**config.mk**
```make
export PLATFORM = sky130hd
export DESIGN_NAME = serialCfgPort
export DESIGN_NICKNAME = d
export VERILOG_FILES = /design/src/rtl/cfgPortPkg.sv /design/src/rtl/cfgFrameCtrl.sv /design/src/rtl/cfgShiftPath.sv /design/src/rtl/serialCfgPort.sv
export SDC_FILE = /design/constraint.sdc
export NUM_CORES = 1
export LEC_CHECK = 0
export ABC_CLOCK_PERIOD_IN_PS = 7700
export BUFFER_PORTS_ARGS = -buffer_cell sky130_fd_sc_hd__buf_4
export CORE_MARGIN = 5
export CORE_UTILIZATION = 30
export DETAILED_ROUTE_END_ITERATION = 10
export GPL_TIMING_DRIVEN = 0
export MAX_ROUTING_LAYER = met4
export PLACE_DENSITY_LB_ADDON = 0.2
export SYNTH_ARGS = -nofsm -noshare
export SYNTH_HDL_FRONTEND = slang
export SYNTH_SLANG_ARGS = --single-unit
```
**constraint.sdc**
```tcl
create_clock -name clk -period 7.7 [get_ports clk]
set_clock_uncertainty 0.2 [all_clocks]
set_input_delay 1.155 -clock clk [delete_from_list [all_inputs] [get_ports clk]]
set_output_delay 1.155 -clock clk [all_outputs]
set_load 0.1 [all_outputs]
```
**src/rtl/cfgPortPkg.sv**
```systemverilog
package cfgPortPkg;
  localparam int FRAME_BITS = 19;
  localparam int DATA_BITS  = FRAME_BITS - 1;
  localparam int NUM_WORDS  = 2;
  localparam int CNT_MAX    = FRAME_BITS + 1;
  localparam int CNT_W      = $clog2(CNT_MAX + 1);

  // field offsets inside a stored word (index = frame bit number - 1)
  localparam int W0_CURR1   = 0;
  localparam int W0_CURR2   = 6;
  localparam int W0_PHASE1  = 12;
  localparam int W0_PHASE2  = 13;
  localparam int W0_DECAY1  = 14;
  localparam int W0_DECAY2  = 15;
  localparam int W0_REFSEL  = 16;
  localparam int W0_RANGE   = 17;
  localparam int W1_BLANK   = 0;
  localparam int W1_OFF     = 2;
  localparam int W1_FAST    = 7;
  localparam int W1_OSC     = 11;
  localparam int W1_RECT    = 13;
  localparam int W1_TEST    = 15;
  localparam int W1_RUN     = 17;

  typedef struct packed {
    logic clearShift;
    logic shiftEn;
    logic load0;
    logic load1;
  } ctrlStrobes_t;
endpackage

```
**src/rtl/cfgFrameCtrl.sv**
```systemverilog
module cfgFrameCtrl
  import cfgPortPkg::*;
(
  input  logic         clk,
  input  logic         clr,
  input  logic         serClk,
  input  logic         serStrobe,
  input  logic         selBit,
  output ctrlStrobes_t strb
);
  logic             prevClk;
  logic             prevStb;
  logic [CNT_W-1:0] bitCount;
  logic             clkRise;
  logic             stbFall;
  logic             stbRise;
  logic             frameOk;

  assign clkRise = serClk & ~prevClk;
  assign stbFall = prevStb & ~serStrobe;
  assign stbRise = serStrobe & ~prevStb;
  assign frameOk = (bitCount == CNT_W'(FRAME_BITS));

  always_comb begin
    strb.clearShift = stbFall;
    strb.shiftEn    = clkRise & ~serStrobe & ~stbFall;
    strb.load0      = stbRise & frameOk & ~selBit;
    strb.load1      = stbRise & frameOk & selBit;
  end

  always_ff @(posedge clk) begin
    if (clr) begin
      prevClk  <= 1'b0;
      prevStb  <= 1'b1;
      bitCount <= '0;
    end else begin
      prevClk <= serClk;
      prevStb <= serStrobe;
      if (stbFall) begin
        bitCount <= '0;
      end else if (strb.shiftEn && bitCount != CNT_W'(CNT_MAX)) begin
        bitCount <= bitCount + 1'b1;
      end
    end
  end
endmodule

```
**src/rtl/cfgShiftPath.sv**
```systemverilog
module cfgShiftPath
  import cfgPortPkg::*;
(
  input  logic                 clk,
  input  logic                 clr,
  input  logic                 serData,
  input  ctrlStrobes_t         strb,
  output logic                 selBit,
  output logic [DATA_BITS-1:0] word0,
  output logic [DATA_BITS-1:0] word1
);
  logic [FRAME_BITS-1:0] shiftReg;
  logic [DATA_BITS-1:0]  words [NUM_WORDS];

  assign selBit = shiftReg[0];
  assign word0  = words[0];
  assign word1  = words[1];

  always_ff @(posedge clk) begin
    if (clr || strb.clearShift) begin
      shiftReg <= '0;
    end else if (strb.shiftEn) begin
      shiftReg <= {shiftReg[FRAME_BITS-2:0], serData};
    end
  end

  for (genvar g = 0; g < NUM_WORDS; g++) begin : gWord
    logic loadThis;
    assign loadThis = (g == 0) ? strb.load0 : strb.load1;
    always_ff @(posedge clk) begin
      if (clr) begin
        words[g] <= '0;
      end else if (loadThis) begin
        words[g] <= shiftReg[FRAME_BITS-1:1];
      end
    end
  end
endmodule

```
**src/rtl/serialCfgPort.sv**
```systemverilog
module serialCfgPort
  import cfgPortPkg::*;
(
  input  logic       clk,
  input  logic       sleepN,
  input  logic       uvReset,
  input  logic       serClk,
  input  logic       serData,
  input  logic       serStrobe,
  output logic [5:0] curr1,
  output logic [5:0] curr2,
  output logic       phase1,
  output logic       phase2,
  output logic       slowDecay1,
  output logic       slowDecay2,
  output logic       extRef,
  output logic       rangeQuarter,
  output logic [1:0] blankSel,
  output logic [4:0] offTime,
  output logic [3:0] fastTime,
  output logic [1:0] oscSel,
  output logic [1:0] rectMode,
  output logic [1:0] testBits,
  output logic       idle
);
  logic                 clr;
  logic                 selBit;
  ctrlStrobes_t         strb;
  logic [DATA_BITS-1:0] word0;
  logic [DATA_BITS-1:0] word1;

  assign clr = ~sleepN | uvReset;

  cfgFrameCtrl i_ctrl (
    .clk       (clk),
    .clr       (clr),
    .serClk    (serClk),
    .serStrobe (serStrobe),
    .selBit    (selBit),
    .strb      (strb)
  );

  cfgShiftPath i_path (
    .clk     (clk),
    .clr     (clr),
    .serData (serData),
    .strb    (strb),
    .selBit  (selBit),
    .word0   (word0),
    .word1   (word1)
  );

  assign curr1        = word0[W0_CURR1 +: 6];
  assign curr2        = word0[W0_CURR2 +: 6];
  assign phase1       = word0[W0_PHASE1];
  assign phase2       = word0[W0_PHASE2];
  assign slowDecay1   = word0[W0_DECAY1];
  assign slowDecay2   = word0[W0_DECAY2];
  assign extRef       = word0[W0_REFSEL];
  assign rangeQuarter = word0[W0_RANGE];
  assign blankSel     = word1[W1_BLANK +: 2];
  assign offTime      = word1[W1_OFF +: 5];
  assign fastTime     = word1[W1_FAST +: 4];
  assign oscSel       = word1[W1_OSC +: 2];
  assign rectMode     = word1[W1_RECT +: 2];
  assign testBits     = word1[W1_TEST +: 2];
  assign idle         = ~word1[W1_RUN];
endmodule

```
=== After elaboration in Yosys (flattened, before gate mapping) ===
Memory sizes are Yosys's and may differ from the RTL's.
Cells that the tools add are included.

* Word-level logic and storage cells: 39
* Register bits: 26
* RAM bits: 36
* Bits of input ports: 6
* Output and inout bits: 36
* Memories kept: 1

{| class="wikitable"
|+ Memories
! name !! words !! width !! rd ports !! clocked after memory_dff !! wr ports !! RTL line !! RTL
|-
| i_path.words || 2 || 18 || 2 || 0 || 2 || cfgShiftPath.sv:13 || <nowiki>logic [DATA_BITS-1:0] words [NUM_WORDS];</nowiki>
|}

* Add/sub/neg operators: 1
* Multiplexer cells: 10
* Reduce and logical (&&, ||, !) cells: 3
* Bitwise logic cells: 18
* Eq/ne operators: 2

{| class="wikitable"
|+ Operators by type and width
! kind !! number
|-
| 18-bit 2-to-1 mux || 2
|-
| 1-bit bitwise AND || 8
|-
| 1-bit 2-to-1 mux || 8
|-
| 1-bit inverter || 7
|-
| 5-bit by 1-bit adder with 5-bit output, second input constant || 1
|-
| 5-bit == test, second input constant || 1
|-
| 5-bit inequality test, second input constant || 1
|-
| 1-bit bitwise OR || 3
|-
| 2-bit OR reduction || 1
|-
| 1-bit logical AND || 1
|-
| 1-bit logical OR || 1
|}

=== Depth between registers and ports, before layout ===
Gate-level depths: netlist of the first run.

* Depth in word-level cells: 8
* Depth in mapped cells: 5
* Depth with buffers taken out: 5

=== Hierarchy ===
A second synthesis of the first run with hierarchy kept.

* Cell total of the unflattened synthesis: 183
* Area, all modules: 2,412.3 um^2

{| class="wikitable"
|+ Modules (own cells, without submodules)
! module !! cells each !! seq. area each (um^2) !! instances !! area each (um^2)
|-
| cfgShiftPath || 140 || 1,461.4 || 1 || 2,033.2
|-
| cfgFrameCtrl || 41 || 140.1 || 1 || 369.1
|-
| serialCfgPort || 2 || 0.0 || 1 || 10.0
|}

=== Least setup slack after synthesis of the first run ===
Ideal clock, no wire load.

* Path type: input -> register
* From: input port serStrobe
* To: memory i_path.words[0][0] (netlist name) (enable)
* Stages: 2
* Slack: 4.278 ns
* Data arrival time: 2.800 ns
* Buffers on the path: 0
* Library setup time: 0.421 ns
* Data required time: 7.079 ns
* Cell sequence: nand4bb_1 -> o31ai_1

{| class="wikitable"
|+ RTL lines
! what !! RTL line !! RTL
|-
| start: declaration || serialCfgPort.sv:9 || <nowiki>input logic serStrobe,</nowiki>
|-
| end: declaration || cfgShiftPath.sv:13 ||
|}

==> impl_metrics.yaml, run 1 <==
route:
  routed_wl_mm: 4.75
  num_vias: 1631
  drc: 0
  ant_nets: 0
  drt_pre_antenna_iters: 4
  avgViaCountPerCell: 4.25
  wire_per_inst_um: 12.4
  drt_iter0_drc: 38
hold_path:
  min_to: "i_path.shiftReg[18]"
  worstHoldStart: "i_path.shiftReg[18]"
  hold_path.class: "flop to flop"
  whs_path_depth: 2
synthesis:
  yosysSeqAreaShare_pct: 64.2
  synth.top_cell.area_share_pct: 43.3
  yosysWarnings: 0
  netlist_instances: 221
  synthArstFlopShare_pct: 0
  ys_types: 24
  synth_ff_type: "edfxtp_1"
  synth_common_cells: "nand2_1 (38), and2_1 (37), edfxtp_1 (36), dfxtp_1 (26), a21oi_1 (24)"
  mappedNetlistArea_um2: 2490
  synth_edf_count: 36
  synth_most_common_cell: "nand2_1"
  synth_seq_cells: 62
  yosys.area.top_type: "edfxtp_1"
  synth_area_per_cell_um2: 11.3
  synth_area_leaders: "edfxtp_1 (43%), dfxtp_1 (21%), and2_1 (9.3%)"
  syn_nets: 229
worst_setup_path:
  crit_path_cell_trace: "buf_4 > nand4bb_1 > nor4_2 > clkbuf_1 > and2_1"
  cpLargestDelayFamily: "simple AND/OR/NAND/NOR gates"
  required_ns: 7.70
  cpPeakStageDelay_ns: 0.63
  cp_num_buf_inv: 2
  critical_path_class: "primary input to flop"
  regToRegStartpoint: "i_ctrl.bitCount[0]"
  slowest_stage: "nor4_2"
  r2r_end: "i_path.words[1][16]"
  cp-end-kind: "flop"
  crit_fanout: 10
  startpoint_type: "primary input"
  arrival_ns: 2.79
  rrSetupSlack_ns: 5.24
  reg2regPathDepth: 5
place:
  pre_cts_slack_ns: 4.52
  gp_congestion: 0.724
  io_buffer_count: 41
  post_dp_cell_area_um2: 2980
  dpl.cell_count: 368
  hpwl_mm: 3.26
clock_tree:
  cts_buffers: 9
  post-cts-setup-buffers: 0
  cts_tree: "built"
  cts_hold_buf: 0
  clk_latency_ns: 0.33
  htree_num_levels: 3
  clockBufferDepth: 2
  cts_resized: 0
  clk_pin_slew_ns: 0.07
  clock-sinks: 62
  cts_root_buffer: "clkbuf_8"
die:
  die-area_um2: 10200
  die_w_um: 101
  start_util_pct: 30.5
  row_count: 33
  io_pins: 42
  die_y_um: 101
  coreArea_um2: 8180
layout:
  final_cells: 384
  antennaDiodeCount: 0
  stdcell_area_um2: 3210
  drive_gt1_share_pct: 27.6
  area_growth_syn_to_layout_pct: 28.5
  fin_nets: 282
  fin_util_pct: 39.2
timing:
  tns_ns: 0
  rsz0062_at_grt: "no"
  slew-limit-headroom_pct: 35.3
  drv_slew: 0
  fin_ws_ns: 4.91
  timing.hold.ws_ns: 0.267
  worst_pin_slew_ns: 0.971
  min_period_ns: 2.79
  setup_violations: 0
  fmax_mhz: 358
  fin_crit_sh_pct: 36.2
  hold_viol: 0
grt:
  grt_pass1_vias: 1652
  grt_max_degree: 19
  overflow: 0
  grt_pass1_wl_mm: 7.93
  antenna_found_initial: 0
  grtUsageTotal_pct: 10.6
power:
  leakagePower_nw: 1.22
  finalPower_uw: 805
  ir_worst_vdd_v: 0.000104
  power_density_nw_per_um2: 251
status:
  status: "complete, no violations"
run:
  drv_cap: 0
cells in the final DEF, fill, tap and decap left out, drive strengths merged:
master   count
a21oi       24
and2        37
and4b        1
buf         60
bufinv       3
clkbuf      19
clkinv       2
dfxtp       26
edfxtp      36
ha           2
inv          6
nand2       38
nand2b       3
nand3        4
nand4b       1
nand4bb      1
nor2b        1
nor4         2
nor4b        1
o21ai        4
o31ai        4
or3          2
or4          1
or4b         1
layout make-up:
class	instances	area (µm²)
fillers	826	4970
flip-flops and latches	62	1600
multi-input cells	127	736
repair buffers	42	323
plain buffers	26	163
clock buffers	11	131
well taps	105	131
clock inverters	5	98.8
inverters	6	22.5
worst max-delay path by stage:
stage | endpoint | startpoint | depth (start not counted) | slack (ns)
6_report | i_path.words[1][16] | serStrobe | 5 | 4.91
3_5_place_dp | i_path.words[1][12] | serStrobe | 5 | 4.52
3_3_place_gp | i_path.words[0][5] | serStrobe | 3 | 3.28
5_1_grt | i_path.words[1][8] | serStrobe | 5 | 4.67
4_1_cts | i_path.words[1][12] | serStrobe | 5 | 4.88
2_1_floorplan | i_path.words[0][0] | serStrobe | 2 | 4.28
cell families after synthesis:
group           synth area share (%)
simple gates                    20.6
flops                           64.2
compound gates                  6.82
buf+inv                         7.42
fa+ha+maj                       1.00
where the power goes:
group	leakage (nW)	switching, mW	internal [mW]
combinational	0.499	0.0860	0.0217
sequential	0.602	0.00305	0.359
clock	0.115	0.121	0.214
routing by layer:
layer	GRT usage, %	part of all wire (%)
met5	-	0
met4	4.70	0.76
met3	3.93	5.3
met2	16.3	49
met1	12.3	45
tightest hold or removal path, cell delays in order, from the launching register on:
cell and delay, ns:
dfxtp_1 0.32, nand2_1 0.05, a21oi_1 0.05
state kept, by name, indices dropped and copies added (netlist names):
register and flops:
i_ctrl.prevStb 1, i_ctrl.prevClk 1, i_path.shiftReg 19, i_ctrl.bitCount 5, i_path.words 36
Power figures use the tool's default switching activity.
==> run 2, diff against run 1 <==
--- a/config.mk
+++ b/config.mk
@@ -5,7 +5,8 @@
 export SDC_FILE = /design/constraint.sdc
 export NUM_CORES = 1
 export LEC_CHECK = 0
-export ABC_CLOCK_PERIOD_IN_PS = 7700
+export ABC_AREA = 1
+export ABC_CLOCK_PERIOD_IN_PS = 2870
 export BUFFER_PORTS_ARGS = -buffer_cell sky130_fd_sc_hd__buf_4
 export CORE_MARGIN = 5
 export CORE_UTILIZATION = 30
==> constraint.sdc (replaced) <==
create_clock -name clk -period 2.87 [get_ports clk]
set_clock_uncertainty 0.2 [all_clocks]
set_input_delay 0.4305 -clock clk [delete_from_list [all_inputs] [get_ports clk]]
set_output_delay 0.4305 -clock clk [all_outputs]
set_load 0.1 [all_outputs]
==> impl_metrics.yaml, run 2 <==
synthesis:
  synth_most_common_cell: "nand2_1"
  synth_edf_count: 36
  syn_nets: 276
  synth_mux_area_share_pct: 0
  yosysSeqAreaShare_pct: 61.4
  synth_top_family_by_area: "simple AND/OR/NAND/NOR gates"
  synth_common_cells: "nand2_1 (60), nor2_1 (38), edfxtp_1 (36), inv_1 (34), dfxtp_1 (26)"
  ys_types: 20
  yosys.area.top_type: "edfxtp_1"
  synth-compound-area-share_pct: 4.94
  mappedNetlistArea_um2: 2610
  synth_area_leaders: "edfxtp_1 (41%), dfxtp_1 (20%), nand2_1 (8.6%)"
  yosysWarnings: 0
  synthXorXnorAreaFrac_pct: 0
  synth_adder_area_share_pct: 0.959
  synth_ff_type: "edfxtp_1"
  synth.top_cell.area_share_pct: 41.4
  synth_area_per_cell_um2: 9.74
  synthArstFlopShare_pct: 0
  netlist_instances: 268
  synthSimpleGateAreaFrac_pct: 20.6
  synth_seq_cells: 62
route:
  drc: 0
  drt_iter0_drc: 35
  avgViaCountPerCell: 4.09
  num_vias: 1771
  ant_nets: 0
  drt_pre_antenna_iters: 4
  wire_per_inst_um: 10.9
  routed_wl_mm: 4.74
die:
  die_y_um: 103
  start_util_pct: 30.4
  die-area_um2: 10700
  die_w_um: 103
  coreArea_um2: 8590
  io_pins: 42
  row_count: 34
worst_setup_path:
  cpPeakStageDelay_ns: 0.63
  critical_path_class: "flop to flop"
  cp-end-kind: "flop"
  required_ns: 2.62
  regToRegStartpoint: "i_ctrl.bitCount[1]"
  arrival_ns: 2.10
  slowest_stage: "nand2_1"
  startpoint_type: "flop"
  crit_path_cell_trace: "ha_1 > nand2_2 > nor3_4 > nand3_1 > nand2_1"
  crit_fanout: 18
  cp-startpoint: "i_ctrl.bitCount[1]"
  cpLargestDelayFamily: "simple AND/OR/NAND/NOR gates"
  cp_num_buf_inv: 0
timing:
  setup_violations: 0
  fmax_mhz: 426
  fin_crit_sh_pct: 81.8
  min_period_ns: 2.35
  hold_viol: 0
  drv_slew: 0
  slew-limit-headroom_pct: 44.3
  rsz0062_at_grt: "no"
  worst_pin_slew_ns: 0.833
  tns_ns: 0
clock_tree:
  cts_tree: "built"
  cts_resized: 0
  clk_latency_ns: 0.33
  clock-sinks: 62
  cts_root_buffer: "clkbuf_8"
  cts_buffers: 9
  post-cts-setup-buffers: 0
  cts_hold_buf: 0
  clockBufferDepth: 2
  htree_num_levels: 3
  clk_pin_slew_ns: 0.07
place:
  gp_congestion: 0.753
  io_buffer_count: 41
  hpwl_mm: 3.32
  dpl.cell_count: 417
grt:
  grt_max_degree: 19
  grt_pass1_wl_mm: 7.80
  grt_pass1_vias: 1666
  grtUsageTotal_pct: 10.0
  overflow: 0
  antenna_found_initial: 0
layout:
  drive_gt1_share_pct: 28.6
  antennaDiodeCount: 0
  n_fill_cell: 879
  largestRegisters: "i_path.words x36, i_path.shiftReg x19, i_ctrl.bitCount x5"
  fin_nets: 328
  largest_reg_flops: 36
  layout_common_cells: "nand2_1 (60), buf_4 (58), nor2_1 (38)"
  layout_commonest_cell: "nand2_1"
  regMostFlops: "i_path.words"
  final_cells: 433
  area_growth_syn_to_layout_pct: 24.3
power:
  p_seq_share_pct: 48.4
  clkPwrFrac_pct: 37.1
  ir_worst_vdd_v: 0.000226
  p_int_mw: 1.44
  power.switching_uw: 568
  p_comb_share_pct: 14.5
  switching_share_pct: 28.2
  leakagePower_nw: 1.20
  power_density_nw_per_um2: 620
status:
  status: "complete, no violations"
run:
  drv_cap: 0
hold_path:
  hold_path.class: "primary input to flop"
  worstHoldStart: "uvReset"
-- run 2: worst register-to-register path, stage by stage, from the launching register on --
cell	delay (ns)
dfxtp_1	0.39
ha_1	0.29
nand2_2	0.09
nor3_4	0.25
nand3_1	0.11
nand2_1	0.63
-- run 2: stage by stage --
step                hold WS (ns)  area [µm²]  setup WS (ns)  power [mW]  util (%)
detailed placement         0.263        3050          0.462        1.29      35.5
finish                     0.123        3240          0.523        2.01      37.8
CTS                        0.107        3240          0.447        2.03      37.8
global placement           0.254        3050          0.498        1.29      35.5
global route               0.115        3240          0.292        2.09      37.8
floorplan                  0.244        2610          0.861        1.23         -
-- run 2: cell type report --
| cell class | count | area, µm² | area share (%) |
|---|---|---|---|
| Multi-Input combinational cell | 146 | 692 | 21.3 |
| Timing Repair Buffer | 41 | 308 | 9.49 |
| Tap cell | 108 | 135 | 4.17 |
| Inverter | 34 | 128 | 3.93 |
| Clock inverter | 4 | 46.3 | 1.43 |
| Clock buffer | 12 | 145 | 4.47 |
| Buffer | 26 | 189 | 5.82 |
| Sequential cell | 62 | 1600 | 49.4 |
-- run 2: cells by family after synthesis --
group                      after synthesis
adders and majority gates                2
and+or+nand+nor                        119
DFF                                     62
buffers and inverters                   60
AOI/OAI and AO/OA                       25
-- run 2: worst paths after layout --
kind | slack [ns] | to | cells past startpoint
hold reg to reg | 0.27 | i_path.shiftReg[18] | 2
hold / removal | 0.12 | i_ctrl.prevStb | 3
setup reg to reg | 0.52 | i_path.words[0][1] | 5
setup / recovery | 0.52 | i_path.words[0][1] | 5
-- run 2: routing by layer --
metal	track usage, %	vias up	share of wire [%]
met5	-	-	0
met4	5.68	0	2.4
met3	2.28	8	5.4
met2	14.9	45	45
met1	12.6	785	47
li1	-	933	-
-- run 2: power groups by stage --
stage	clock [mW]	sequential, mW	combinational [mW]
2_1_floorplan	0	1.09	0.139
3_3_place_gp	0	0.993	0.294
3_5_place_dp	0	0.994	0.294
4_1_cts	0.766	0.974	0.294
5_1_grt	0.811	0.976	0.301
6_report	0.746	0.973	0.291
